<file path="src/rtl/seq_mul.sv">
module seq_mul #(
  parameter int WIDTH = 32
) (
  input  logic               clk,
  input  logic               rst,
  input  logic               start,
  input  logic [WIDTH-1:0]   mcand,
  input  logic [WIDTH-1:0]   mplier,
  output logic               busy,
  output logic               done,
  output logic [2*WIDTH-1:0] product
);
  localparam int CW = $clog2(WIDTH + 1);

  logic [WIDTH-1:0]   mcand_q;
  logic [2*WIDTH-1:0] acc_q;
  logic [CW-1:0]      steps_q;
  logic               busy_q, done_q;
  logic [WIDTH:0]     upper_sum;
  logic               last_step;

  assign upper_sum = acc_q[0] ? ({1'b0, acc_q[2*WIDTH-1:WIDTH]} + {1'b0, mcand_q})
                              : {1'b0, acc_q[2*WIDTH-1:WIDTH]};
  assign last_step = (steps_q == CW'(WIDTH - 1));

  always_ff @(posedge clk) begin
    if (rst) begin
      busy_q  <= 1'b0;
      done_q  <= 1'b0;
      steps_q <= '0;
      mcand_q <= '0;
      acc_q   <= '0;
    end else begin
      done_q <= 1'b0;
      if (!busy_q) begin
        if (start) begin
          busy_q  <= 1'b1;
          steps_q <= '0;
          mcand_q <= mcand;
          acc_q   <= {{WIDTH{1'b0}}, mplier};
        end
      end else begin
        acc_q   <= {upper_sum, acc_q[WIDTH-1:1]};
        steps_q <= steps_q + 1'b1;
        if (last_step) begin
          busy_q <= 1'b0;
          done_q <= 1'b1;
        end
      end
    end
  end

  assign busy    = busy_q;
  assign done    = done_q;
  assign product = acc_q;

  assert_done_on_busy_fall_R4: assert property (@(posedge clk) disable iff (rst)
    done |-> ($fell(busy) && !busy));
  assert_done_single_R4: assert property (@(posedge clk) disable iff (rst)
    done |=> !done);
  assert_hold_idle_R7: assert property (@(posedge clk) disable iff (rst)
    (!busy && !$past(busy) && !$past(start)) |-> $stable(product));
  assert_start_ignored_R5: assert property (@(posedge clk) disable iff (rst)
    (busy && !last_step) |=> (busy && $stable(mcand_q)));
  assert_step_count_R8: assert property (@(posedge clk) disable iff (rst)
    (busy && !$past(busy)) |-> (steps_q == '0));
  assert_reset_idle_R1: assert property (@(posedge clk)
    $past(rst) |-> (!busy && !done && product == '0));
endmodule

</file>
<file path="config.mk">
export PLATFORM = sky130hd
export DESIGN_NAME = seq_mul
export DESIGN_NICKNAME = d
export VERILOG_FILES = /design/src/rtl/seq_mul.sv
export SDC_FILE = /design/constraint.sdc
export NUM_CORES = 1
export LEC_CHECK = 0
export BUFFER_PORTS_ARGS = -buffer_cell sky130_fd_sc_hd__buf_2
export CORE_MARGIN = 2
export CORE_UTILIZATION = 45
export CTS_BUF_LIST = sky130_fd_sc_hd__clkbuf_4 sky130_fd_sc_hd__clkbuf_8 sky130_fd_sc_hd__clkbuf_16
export DETAILED_ROUTE_END_ITERATION = 12
export PLACE_DENSITY = 0.71
export SETUP_SLACK_MARGIN = 0.1
export SKIP_LAST_GASP = 1
export SLEW_MARGIN = 20
export SYNTH_ARGS = -nofsm -noshare
export SYNTH_HDL_FRONTEND = slang
export SYNTH_SLANG_ARGS = --single-unit
</file>
<file path="constraint.sdc">
create_clock -name clk -period 2.19 [get_ports clk]
set_input_delay 0.219 -clock clk [delete_from_list [all_inputs] [get_ports clk]]
set_output_delay 0.219 -clock clk [all_outputs]
set_load 0.03 [all_outputs]
</file>
==> flow_metrics.tcl <==
set metrics [dict create \
    synthSimpleGateAreaFrac_pct 21.9 \
    max_slew_margin_pct 62.2 \
    rsz0062_at_grt "true" \
    ys_types 65 \
    gp_congestion 0.899 \
    synth_compound_gate_area_share_pct 24.1 \
    nets 1071 \
    synth_top_area_share_pct 33.5 \
    synthTopCellsByCount "a21oi_1, dfxtp_1, nand2_1, nor2_1, clkbuf_1" \
    coreArea_um2 13300 \
    start_util_pct 46.5 \
    num_antenna_cells 0 \
    synth_fp_nets 891 \
    power.leakage_nw 3.74 \
    die_w_um 121 \
    place_ws_ns -0.133 \
    timing_hold_violations_final 0 \
    arrival_ns 2.60 \
    status "finished with violations" \
    clock_latency_ns 0.37 \
    io_pins 133 \
    hold_buffers 0 \
    synth_top_family_by_area "compound AO/OA/AOI/OAI gates" \
    hold_path.class "input pin to register" \
    vdd_drop_max_v 0.000554 \
    finalSetupViolCount 17 \
    htreeDepth 3 \
    synth_edf_count 0 \
    yosysWarnings 0 \
    drc 0 \
    fin_util_pct 63.0 \
    r2r_slack_ns -0.14 \
    syn_to_final_growth_pct 35.5 \
    worstHoldPathCells 3 \
    timing.rr.end "product[49]$_SDFFE_PP0P_" \
    placed_cell_area_um2 7840 \
    layout_min_cycle_time_ns 2.33 \
    syn-cell-area_um2 6210 \
    timing.rr.start "product[32]$_SDFFE_PP0P_" \
    crit_path_max_fanout 4 \
    dp_cells 1125 \
    hold_slack_ns 0.0816 \
    drive_gt1_share_pct 35.4 \
    hpwl_um 12400 \
    crit_required_ns 2.46 \
    tns_ns -0.979 \
    cp-start-kind "register" \
    drt_pass1_iterations 4 \
    grt_pass1_vias 5970 \
    vias 6290 \
    path_clk_slew_ns 0.08 \
    setup_ws_ns -0.137 \
    reg2reg_depth 10 \
    avgSynthCellArea_um2 7.86 \
    tightest_slew_ns 0.563 \
    synth.area.top_cells "dfxtp_1, a21oi_1, ha_1" \
    worstSetupEndpointType "register" \
    worst-setup-path-type "register to register" \
    grt_use_total_pct 24.5 \
    numClockSinks 104 \
    stdcell_count 1151 \
    numCtsBuffers 9 \
    grt-ovfl-total 0 \
    async_flop_share_pct 0 \
    fin_area_um2 8420 \
    antenna_found_initial 0 \
    yosys_register_bits 104 \
    powerDensity_nw_per_um2 540 \
    synth_xor_area_share_pct 2.40 \
    yosys.area.top_type "dfxtp_1" \
    synth_seq_area_share_pct 33.5 \
    row_count 42 \
    fillerInstances 1219 \
    grt_max_degree 93 \
    min_to "mcand_q[0]$_SDFFE_PP0P_" \
    io_buffers 132 \
    totalWireLength_um 17700 \
    die_area_um2 14800 \
    synthMuxAreaShare_pct 7.05 \
    cts_root_buf "clkbuf_16" \
    maxCapViolCount 0 \
    grt_pass1_wl_um 28900 \
    die_height_um 121 \
    min_period_over_period_pct 106 \
    synthFlopType "dfxtp_1" \
    cts.path.max_buffers 2 \
    detail_route.iter0.violations 334 \
    synthAdderAreaFrac_pct 6.97 \
    avgRoutedWirePerCell_um 15.4 \
    yosysMostFrequentCell "a21oi_1" \
    antenna_left 0 \
    hold_start "mcand[0]" \
    p_total_mw 4.54 \
    synth_cells 790 \
    failed_checks "setup timing" \
    via_per_inst 5.46 \
    fin_skew_ns 0.0119 \
    report.final.slew_viol_count 0 \
    fmax_mhz 430 \
    cts_tree "done" \
]
-- what timing repair did --
action	CTS	global route
endpoints found under the setup margin	28	28
buffers inserted	5	5
pin swaps	24	16
resized for setup	28	19
-- how the worst max path moves through the flow --
stage / slack [ns] / from / to / cells after the start
5_1_grt: -0.27 / product[32]$_SDFFE_PP0P_ / product[49]$_SDFFE_PP0P_ / 10
6_report: -0.14 / product[32]$_SDFFE_PP0P_ / product[49]$_SDFFE_PP0P_ / 10
3_5_place_dp: -0.13 / product[33]$_SDFFE_PP0P_ / product[38]$_SDFFE_PP0P_ / 10
3_3_place_gp: -0.09 / product[33]$_SDFFE_PP0P_ / product[38]$_SDFFE_PP0P_ / 10
2_1_floorplan: -0.06 / product[32]$_SDFFE_PP0P_ / product[45]$_SDFFE_PP0P_ / 10
4_1_cts: -0.08 / product[32]$_SDFFE_PP0P_ / product[63]$_SDFFE_PP0P_ / 10
-- metal layers --
metal	up-vias	share of wire, %	global-route usage [%]
met3	30	5.8	5.69
met4	0	2.7	9.27
li1	3171	-	-
met5	-	0	0
met1	2904	46	32.3
met2	185	45	39.0
-- sequential cells by signal, indices dropped and copies added, names as in the netlist --
| register | cells |
|---|---|
| mcand_q | 32 |
| steps_q | 6 |
| product | 64 |
| busy | 1 |
| done | 1 |
-- cells in the final DEF, fill, tap and decap left out, drive strengths merged, types with 3 or more instances in the layout --
master  count
o21bai      3
and3        6
nand2     102
o211ai      6
ha         33
a211o       3
or3         6
nand3      11
a311oi      3
o21a        5
nor4        3
mux2i      37
nor3       15
nand4       8
a22oi       4
xnor2      10
a211oi      7
nand2b      4
a21o       19
o31ai       3
buf       221
a31oi      11
clkbuf      9
or2         5
mux2        6
o21ai      27
nor2b      12
a21oi     118
nor3b      16
a221oi      7
xor2        7
nand3b      6
nor2       93
inv        17
clkinv      5
dfxtp     104
-- cells by family after synthesis --
logic type	Yosys count
muxes	43
adders and majority gates	34
xor gates and xnor gates	17
AOI/OAI and AO/OA	233
and+or+nand+nor	292
buffers and inverters	67
DFF	104
-- report_power, final --
group	leakage [nW]	total [mW]	switching (mW)	internal (mW)
sequential	0.867	2.05	0.0788	1.97
combinational	2.73	0.846	0.504	0.342
clock	0.151	1.65	0.833	0.819
-- critical path: stages, from the launching register on --
cell and delay [ns]:
dfxtp_4 0.36, ha_4 0.16, fa_2 0.33, a21o_1 0.17
a21oi_2 0.19, o21ai_4 0.10, a31oi_1 0.24, o21ai_2 0.13
xor2_1 0.23, mux2i_1 0.10, a211oi_1 0.22
-- area by class of cell --
type / count / area (µm²) / share of cell area, %
multi-input cells: 619 / 4310 / 51.2
flip-flops and latches: 104 / 2150 / 25.5
repair buffers: 221 / 1370 / 16.3
clock buffers: 9 / 225 / 2.68
well taps: 176 / 220 / 2.62
clock inverters: 7 / 83.8 / 0.996
inverters: 15 / 56.3 / 0.669
No activity file was read; power rests on OpenSTA's default activity.
